==> src/rtl/txn_chk_pkg.sv <==
package txn_chk_pkg;
  localparam int LEN_W  = 4;
  localparam int OFF_W  = 3;
  localparam int REQ_W  = 3;
  localparam int CODE_W = 3;

  localparam logic [REQ_W-1:0] RQ_CORE     = 3'd0;
  localparam logic [REQ_W-1:0] RQ_DMA      = 3'd1;
  localparam logic [REQ_W-1:0] RQ_DISP     = 3'd2;
  localparam logic [REQ_W-1:0] RQ_FILL     = 3'd3;
  localparam logic [REQ_W-1:0] RQ_COPYBACK = 3'd4;

  typedef enum logic [CODE_W-1:0] {
    ERR_NONE     = 3'd0,
    ERR_RESERVED = 3'd1,
    ERR_FLASH    = 3'd2,
    ERR_LENGTH   = 3'd3,
    ERR_ALIGN    = 3'd4
  } err_code_e;
endpackage

==> src/rtl/txn_rule_check.sv <==
module txn_rule_check
  import txn_chk_pkg::*;
(
  input  logic              is_write,
  input  logic [LEN_W-1:0]  len,
  input  logic [REQ_W-1:0]  req,
  input  logic [OFF_W-1:0]  offset,
  input  logic              in_reserved,
  input  logic              in_flash,
  output logic [CODE_W-1:0] code
);
  logic [7:0] off_mask;   // bit k set: offset k is allowed for this shape
  logic       cls_ok;

  always_comb begin
    off_mask = 8'h00;
    cls_ok   = 1'b0;
    case ({is_write, len})
      {1'b0, 4'd1},
      {1'b1, 4'd1}: begin off_mask = 8'hFF; cls_ok = (req <= RQ_COPYBACK); end
      {1'b0, 4'd4}: begin off_mask = 8'h11; cls_ok = (req == RQ_DMA) || (req == RQ_DISP); end
      {1'b0, 4'd8}: begin off_mask = 8'h01; cls_ok = (req == RQ_FILL); end
      {1'b1, 4'd2}: begin off_mask = 8'h77; cls_ok = (req == RQ_DMA); end
      {1'b1, 4'd3}: begin off_mask = 8'h33; cls_ok = (req == RQ_DMA); end
      {1'b1, 4'd4}: begin off_mask = 8'h11; cls_ok = (req == RQ_DMA); end
      {1'b1, 4'd8}: begin off_mask = 8'h01; cls_ok = (req == RQ_COPYBACK); end
      default: ;
    endcase

    if (in_reserved)                                code = ERR_RESERVED;
    else if (in_flash && is_write && len != 4'd1)   code = ERR_FLASH;
    else if (off_mask == 8'h00 || !cls_ok)          code = ERR_LENGTH;
    else if (!off_mask[offset])                     code = ERR_ALIGN;
    else                                            code = ERR_NONE;
  end
endmodule

==> config.mk <==
export PLATFORM = sky130hd
export DESIGN_NAME = txn_rule_check
export DESIGN_NICKNAME = d
export VERILOG_FILES = /design/src/rtl/txn_chk_pkg.sv /design/src/rtl/txn_rule_check.sv
export SDC_FILE = /design/constraint.sdc
export NUM_CORES = 1
export LEC_CHECK = 0
export BUFFER_PORTS_ARGS = -buffer_cell sky130_fd_sc_hd__buf_4
export CAP_MARGIN = 5
export CORE_AREA = 2 2 39 41
export DETAILED_ROUTE_END_ITERATION = 10
export DIE_AREA = 0 0 41 43
export GPL_TIMING_DRIVEN = 0
export SETUP_SLACK_MARGIN = 0.3
export SYNTH_ARGS = -nofsm -noshare
export SYNTH_HDL_FRONTEND = slang
export SYNTH_SLANG_ARGS = --single-unit
==> constraint.sdc <==
create_clock -name vclk -period 1.4
set_input_delay 0.14 -clock vclk [all_inputs]
set_output_delay 0.14 -clock vclk [all_outputs]
set_load 0.02 [all_outputs]
==> results.py, run 1 <==
metrics = {
    "run_status": {
        "outcome": "complete, but fails checks",
        "violations": "setup timing",
    },
    "routing": {
        "antenna_left": 0,
        "detail_route.vias_per_cell": 5.260,
        "route.final.wire_length_um": 964,
        "detailroute.via_count": 384,
        "1st_iter_drt_viols": 12,
        "route.met3.wl_um": 67,
        "drtPass1Iterations": 4,
        "highest_layer": "met3",
        "post_drt_wl_per_cell_um": 13.21,
        "met2RoutedLength_um": 459,
        "remaining_drc_errors": 0,
        "drt-met1-wl_um": 438,
    },
    "synthesis": {
        "ys_seq_area_share_pct": 0,
        "synth-warning-count": 0,
        "syn_area_um2": 302.8,
        "synth_area_per_cell_um2": 7.764,
        "count_of_mapped_cells_out_of_synthesis": 39,
        "synth_nets": 52,
        "yosys.cell_types.count": 29,
    },
    "pwr": {
        "power_per_cell_area_nw_per_um2": 274.8,
        "p_leak_nw": 0.2203,
        "fin_total_pwr_mw": 0.1520,
        "ir_worst_vdd_uv": 105.0,
    },
    "global_route": {
        "grt_start_max_net_pins": 10,
        "grt_pass1_wl_mm": 1.324,
        "overflow": 0,
        "number_of_antenna_violations_at_the_first_check_in_global_routing": 0,
        "number_of_global_route_vias_before_repair": 328,
        "groute.usage.overall_pct": 9.890,
    },
    "setup_path": {
        "critical_path.top_delay_family": "compound AO/OA/AOI/OAI gates",
        "crit_buf_inv": 2,
        "arrival_ns": 1.56,
        "path_cells": "buf_8, or4b_4, a22o_1, a211oi_2, a311oi_2, buf_4",
        "critical_path.max_stage_delay_ns": 0.53,
        "critical_path_peak_fanout": 2,
        "critPathSlowestCell": "sky130_fd_sc_hd__or4b_4",
        "sort_of_element_at_the_start_of_the_critical_path": "input pin",
        "worst-endpoint-required_ns": 1.26,
        "crit_path_end_kind": "output port",
        "timing.setup.critical_path_class": "in -> out",
    },
    "cells_and_area": {
        "antennaDiodeCount": 0,
        "filler_cell_count": 140,
        "area.sequential_um2": 0,
        "ffs_latches": 0,
        "clock_buffers": 0,
        "most_common_cell_after_layout_fill_and_taps_aside": "sky130_fd_sc_hd__buf_4",
        "layout-drive-gt1-share_pct": 68.42,
        "finish.instance_area_um2": 553.0,
        "nNetsFinal": 72,
        "syn2layout_area_growth_pct": 82.64,
    },
    "die": {
        "die_width_um": 41,
        "initial_utilization_pct": 21.88,
        "fp.dieH_um": 43,
        "floorplan.rows": 14,
        "io_pins": 16,
        "design.core.area_um2": 1384,
        "design.die.area_um2": 1763,
    },
    "clock_network": {
        "cts_hold_repair.buffers": 0,
    },
    "placement": {
        "port_bufs": 12,
        "placement.setup.worst_slack_ns": -0.3273,
        "gp_routability_congestion": 0.6804,
        "dpl-instance-area_um2": 442.9,
        "dp_hpwl_um": 631.5,
    },
    "flow_run": {
        "cap_viol_max_count": 0,
    },
    "timing": {
        "final_min_period_over_clock_period_pct": 121.4,
        "max_freq_mhz": 588.6,
        "final_setup_violation_count": 3,
        "grt_setup_unrepaired": "true",
        "worstMarginPinSlew_ns": 0.3956,
        "final.min_clock_period_ns": 1.699,
        "hold_viol": 0,
        "relSlewSlack_pct": 73.26,
        "final_max_slew_viol_count": 0,
        "post-route-worst-setup-slack_ns": -0.2990,
    },
    "min_path": {
        "worstHoldPathType": "in -> out",
    },
}
-- area by class of cell --
type	instances	area [µm²]	area share (%)
buffer	4	51.30	9.276
timing repair buffer	18	138.9	25.11
inverter	2	7.507	1.357
tap	16	20.02	3.620
multi-input combinational	33	335.3	60.63
-- what timing repair did --
item,CTS,global route
pin swaps,2,7
hold endpoints to repair,0,0
resized for setup,6,7
buffers inserted,5,1
endpoints found under the setup margin,3,3
-- through the flow --
| stage | hold WS (ns) | utilization, % | instances | TNS (ns) |
|---|---|---|---|---|
| after floorplan | 0.3278 | - | 39 | -0.4659 |
| after global placement | 0.5460 | 32.01 | 67 | -0.8844 |
| after detailed placement | 0.5471 | 32.01 | 67 | -0.8986 |
| after CTS | 0.5473 | 36.35 | 72 | -0.9074 |
| after global routing | 0.5515 | 39.96 | 73 | -0.8725 |
| final | 0.5455 | 39.96 | 73 | -0.8183 |
-- routing by layer --
layer  vias to the layer above  GRT usage, %
met5                         -             0
met4                         0             0
met3                         0             0
met2                        14         16.25
met1                       173         14.87
li1                        197             -
-- kinds of logic (layout without fill, tap and decap cells) --
kind of cell,count (synthesis),count (layout),share of synthesized area [%]
AO/OA/AOI/OAI,16,16,41.74
AND/OR/NAND/NOR,14,14,35.13
buffers and inverters,6,24,13.22
multiplexers,2,2,7.025
XOR/XNOR,1,1,2.893
-- synth_stat cells, drive strengths merged, types with 2 or more instances --
library cell  number  area share [%]
buf                4              11
a211oi             2             5.0
inv                2             2.5
nand2              2             2.5
nor2               2             2.5
nor3               2             3.3
nor4b              2             5.8
o211ai             2             5.0
o21ai              2             3.3
or4b               2             7.9
-- power by group --
group | internal [mW] | switching, mW
clock network | 0 | 0
registers | 0 | 0
logic | 0.0830 | 0.0690
total | 0.0830 | 0.0690
-- worst paths after layout --
| check | end | from | slack, ns | cells past startpoint |
|---|---|---|---|---|
| worst min-delay path | code[1] | in_reserved | 0.55 | 3 |
| worst max-delay path | code[1] | len[2] | -0.30 | 6 |
Power figures use the tool's default switching activity.
==> run 2: changes to the inputs <==
- CELL_PAD_IN_SITES_DETAIL_PLACEMENT: default -> 1
- CELL_PAD_IN_SITES_GLOBAL_PLACEMENT: default -> 1
- CORE_AREA: 2 2 39 41 -> 5 5 42 44
- DIE_AREA: 0 0 41 43 -> 0 0 47 49
- PLACE_DENSITY_LB_ADDON: default -> 0.1
==> results.py, run 2 (synthesized netlist as in run 1, its figures left out) <==
metrics = {
    "pwr": {
        "internal-power_mw": 0.08157,
        "switching_power_mw": 0.07080,
        "portion_of_total_power_attributed_to_combinational_logic_pct": 100.0,
        "power_per_cell_area_nw_per_um2": 285.2,
        "pwr-share-seq_pct": 0,
        "power.clock.fraction_pct": 0,
        "switching_share_pct": 46.46,
        "ir_worst_vdd_uv": 87.88,
        "p_leak_nw": 0.2128,
    },
    "min_path": {
        "worstHoldPathCells": 3,
        "worstHoldPathType": "in -> out",
        "holdPathEnd": "code[1]",
        "worstHoldStart": "in_reserved",
    },
    "placement": {
        "dp_hpwl_um": 876.4,
        "port_bufs": 12,
        "gp_routability_congestion": 0.7481,
        "dpl-instance-area_um2": 442.9,
    },
    "run_status": {
        "outcome": "complete, but fails checks",
        "violations": "setup timing",
    },
    "timing": {
        "hold_viol": 0,
        "grt_setup_unrepaired": "true",
        "finalHoldWorstSlack_ns": 0.5483,
        "final.min_clock_period_ns": 1.752,
        "worstMarginPinSlew_ns": 0.5259,
        "relSlewSlack_pct": 64.45,
        "post-route-worst-setup-slack_ns": -0.3521,
        "final_min_period_over_clock_period_pct": 125.1,
        "final_max_slew_viol_count": 0,
        "max_freq_mhz": 570.8,
        "final_setup_violation_count": 3,
    },
    "die": {
        "fp.dieH_um": 49,
        "initial_utilization_pct": 21.61,
        "design.die.area_um2": 2303,
        "floorplan.rows": 14,
        "die_width_um": 47,
        "io_pins": 16,
        "design.core.area_um2": 1401,
    },
    "cells_and_area": {
        "nNetsFinal": 71,
        "area.sequential_um2": 0,
        "most_common_cell_after_layout_fill_and_taps_aside": "sky130_fd_sc_hd__buf_4",
        "ffs_latches": 0,
        "layout-drive-gt1-share_pct": 66.07,
        "clock_buffers": 0,
        "area_of_combinational_cells_with_multiple_inputs_um2": 324.1,
        "finish.instance_area_um2": 534.3,
        "filler_cell_count": 168,
        "syn2layout_area_growth_pct": 76.45,
        "antennaDiodeCount": 0,
    },
    "setup_path": {
        "crit_path_end_kind": "output port",
        "timing.setup.critical_path_class": "in -> out",
        "critical_path_peak_fanout": 4,
        "worst-endpoint-required_ns": 1.26,
        "arrival_ns": 1.61,
        "sort_of_element_at_the_start_of_the_critical_path": "input pin",
    },
    "routing": {
        "remaining_drc_errors": 0,
        "detailroute.via_count": 378,
        "detail_route.vias_per_cell": 5.250,
        "post_drt_wl_per_cell_um": 16.14,
        "1st_iter_drt_viols": 2,
        "drtPass1Iterations": 2,
        "antenna_left": 0,
        "route.final.wire_length_mm": 1.162,
    },
    "global_route": {
        "number_of_antenna_violations_at_the_first_check_in_global_routing": 0,
        "grt_start_max_net_pins": 11,
        "number_of_global_route_vias_before_repair": 396,
        "overflow": 0,
        "grt_pass1_wl_mm": 1.828,
        "groute.usage.overall_pct": 9.965,
    },
    "flow_run": {
        "cap_viol_max_count": 0,
    },
    "clock_network": {
        "cts_hold_repair.buffers": 0,
    },
}
## run 2: worst max path at each step
| stage | start | cells past startpoint | to | slack, ns |
|---|---|---|---|---|
| 2_1_floorplan | len[2] | 5 | code[1] | -0.17 |
| 3_3_place_gp | len[2] | 6 | code[1] | -0.32 |
| 3_5_place_dp | len[0] | 6 | code[1] | -0.35 |
| 4_1_cts | len[2] | 6 | code[1] | -0.34 |
| 5_1_grt | len[1] | 6 | code[1] | -0.39 |
| 6_report | len[1] | 6 | code[1] | -0.35 |
## run 2: worst max-delay path: stages
cell	delay (ns)
sky130_fd_sc_hd__buf_12	0.10
sky130_fd_sc_hd__or4b_4	0.54
sky130_fd_sc_hd__a22o_4	0.25
sky130_fd_sc_hd__a211oi_4	0.27
sky130_fd_sc_hd__a311oi_2	0.13
sky130_fd_sc_hd__buf_4	0.17
## run 2: per-stage QoR
| step | std cells | setup slack [ns] | power, mW | utilization, % | setup TNS, ns |
|---|---|---|---|---|---|
| 2_1_floorplan | 39 | -0.1672 | 0.07798 | - | -0.4659 |
| 3_3_place_gp | 67 | -0.3191 | 0.1155 | 31.61 | -0.8917 |
| 3_5_place_dp | 67 | -0.3489 | 0.1217 | 31.61 | -0.9422 |
| 4_1_cts | 68 | -0.3392 | 0.1305 | 33.75 | -0.9166 |
| 5_1_grt | 72 | -0.3862 | 0.1641 | 38.13 | -1.089 |
| 6_report | 72 | -0.3521 | 0.1524 | 38.13 | -0.9832 |
## run 2: what timing repair did
action,CTS,global route
gates cloned,0,0
setup endpoints to repair,3,3
setup buffers,1,4
pin swaps,1,6
endpoints found under the hold margin,0,0
resized for setup,7,4
## run 2: metal layers
layer	vias to the layer above	share of wire (%)	global-route usage [%]
li1	191	-	-
met1	178	44	12.61
met2	9	51	18.55
met3	0	4.4	0.7380
met4	0	0	0
met5	-	0	0
## run 2: layout make-up
type                            count  share of cell area (%)
Tap cell                           16                   3.747
Inverter                            2                   1.405
Buffer                              4                   9.602
Timing Repair Buffer               17                   24.59
Multi-Input combinational cell     33                   60.66
## run 2: power groups by stage
stage	combinational (mW)	sequential [mW]	clock (mW)
floorplan	0.0780	0	0
finish	0.152	0	0
global placement	0.115	0	0
CTS	0.131	0	0
global route	0.164	0	0
detailed placement	0.122	0	0
==> run 3: changes to the inputs <==
- CELL_PAD_IN_SITES_DETAIL_PLACEMENT: 1 -> default
- CELL_PAD_IN_SITES_GLOBAL_PLACEMENT: 1 -> default
- PLACE_DENSITY_LB_ADDON: 0.1 -> default
==> results.py, run 3 (synthesized netlist as in run 1, its figures left out) <==
metrics = {
    "timing": {
        "final_max_slew_viol_count": 0,
        "relSlewSlack_pct": 75.21,
        "hold_viol": 0,
        "max_freq_mhz": 599.7,
        "post-route-worst-setup-slack_ns": -0.2674,
        "final.min_clock_period_ns": 1.667,
        "finalHoldWorstSlack_ns": 0.5438,
        "grt_setup_unrepaired": "true",
        "worstMarginPinSlew_ns": 0.3615,
        "final_setup_violation_count": 3,
        "final_min_period_over_clock_period_pct": 119.1,
    },
    "min_path": {
        "worstHoldPathType": "in -> out",
    },
    "routing": {
        "1st_iter_drt_viols": 1,
        "post_drt_wl_per_cell_um": 14.08,
        "route.final.wire_length_mm": 1.042,
        "detail_route.vias_per_cell": 5.338,
        "remaining_drc_errors": 0,
        "antenna_left": 0,
        "drtPass1Iterations": 2,
        "detailroute.via_count": 395,
    },
    "global_route": {
        "grt_start_max_net_pins": 10,
        "number_of_global_route_vias_before_repair": 394,
        "grt_pass1_wl_mm": 1.621,
        "overflow": 0,
        "groute.usage.overall_pct": 8.708,
        "number_of_antenna_violations_at_the_first_check_in_global_routing": 0,
    },
    "setup_path": {
        "crit_end": "code[1]",
        "timing.setup.critical_path_class": "in -> out",
        "arrival_ns": 1.53,
        "worst-endpoint-required_ns": 1.26,
        "crit_path_end_kind": "output port",
        "sort_of_element_at_the_start_of_the_critical_path": "input pin",
        "critical_path_peak_fanout": 3,
        "timing.critical_path.from": "len[2]",
    },
    "flow_run": {
        "cap_viol_max_count": 0,
    },
    "die": {
        "floorplan.rows": 14,
        "die_width_um": 47,
        "design.die.area_um2": 2303,
        "design.core.area_um2": 1401,
        "fp.dieH_um": 49,
        "initial_utilization_pct": 21.61,
        "io_pins": 16,
    },
    "cells_and_area": {
        "finish.instance_area_um2": 556.8,
        "clock_buffers": 0,
        "layout-drive-gt1-share_pct": 70.69,
        "area.sequential_um2": 0,
        "most_common_cell_after_layout_fill_and_taps_aside": "sky130_fd_sc_hd__buf_4",
        "antennaDiodeCount": 0,
        "syn2layout_area_growth_pct": 83.88,
        "nNetsFinal": 73,
        "ffs_latches": 0,
        "area_of_combinational_cells_with_multiple_inputs_um2": 331.6,
        "filler_cell_count": 153,
    },
    "run_status": {
        "violations": "setup timing",
        "outcome": "complete, but fails checks",
    },
    "pwr": {
        "ir_worst_vdd_uv": 142.3,
        "power_per_cell_area_nw_per_um2": 275.8,
        "p_leak_nw": 0.2204,
        "fin_total_pwr_mw": 0.1535,
    },
    "clock_network": {
        "cts_hold_repair.buffers": 0,
    },
    "placement": {
        "gp_routability_congestion": 0.6996,
        "dpl-instance-area_um2": 442.9,
        "port_bufs": 12,
    },
}
run 3: layer usage:
layer | track usage, % | wire length, µm
met1 | 9.586 | 379
met2 | 17.19 | 596
met3 | 1.476 | 65
met4 | 0 | 0
met5 | 0 | 0
run 3: power by group:
part | internal (mW) | leakage, nW | total, mW | switching, mW
sequential | 0 | 0 | 0 | 0
clock | 0 | 0 | 0 | 0
combinational | 0.0842 | 0.220 | 0.154 | 0.0693
total | 0.0842 | 0.220 | 0.154 | 0.0693
run 3: repair_timing:
| action | CTS | global route |
|---|---|---|
| setup endpoints to repair | 3 | 3 |
| buffers inserted | 5 | 2 |
| pin swaps | 1 | 1 |
| gates resized for setup | 7 | 5 |
| endpoints found under the hold margin | 0 | 0 |
run 3: how the worst min path moves through the flow:
stage | start | endpoint | slack, ns | cells after the start
global route | in_reserved | code[1] | 0.56 | 3
finish | in_reserved | code[1] | 0.54 | 3
floorplan | in_reserved | code[1] | 0.33 | 1
detailed placement | in_reserved | code[1] | 0.55 | 3
CTS | in_reserved | code[1] | 0.55 | 3
global placement | in_reserved | code[1] | 0.54 | 3
run 3: layout make-up:
type	instances	area share, %
Buffer	4	9.213
Inverter	2	1.348
Multi-Input combinational cell	33	59.55
Tap cell	16	3.596
Timing Repair Buffer	19	26.29
run 3: worst max-delay path, cell delays in order:
cell	delay, ns
sky130_fd_sc_hd__buf_8	0.10
sky130_fd_sc_hd__or4b_4	0.54
sky130_fd_sc_hd__a22o_4	0.26
sky130_fd_sc_hd__a211oi_4	0.20
sky130_fd_sc_hd__a311oi_2	0.13
sky130_fd_sc_hd__buf_4	0.17
run 3: metrics by stage:
stage | std cells | setup TNS (ns) | util, % | worst slack [ns]
floorplan | 39 | -0.4659 | - | -0.1672
global placement | 67 | -0.8784 | 31.61 | -0.3181
detailed placement | 67 | -0.9146 | 31.61 | -0.3268
CTS | 72 | -0.8759 | 36.25 | -0.3153
global route | 74 | -0.9651 | 39.73 | -0.3373
finish | 74 | -0.7775 | 39.73 | -0.2674
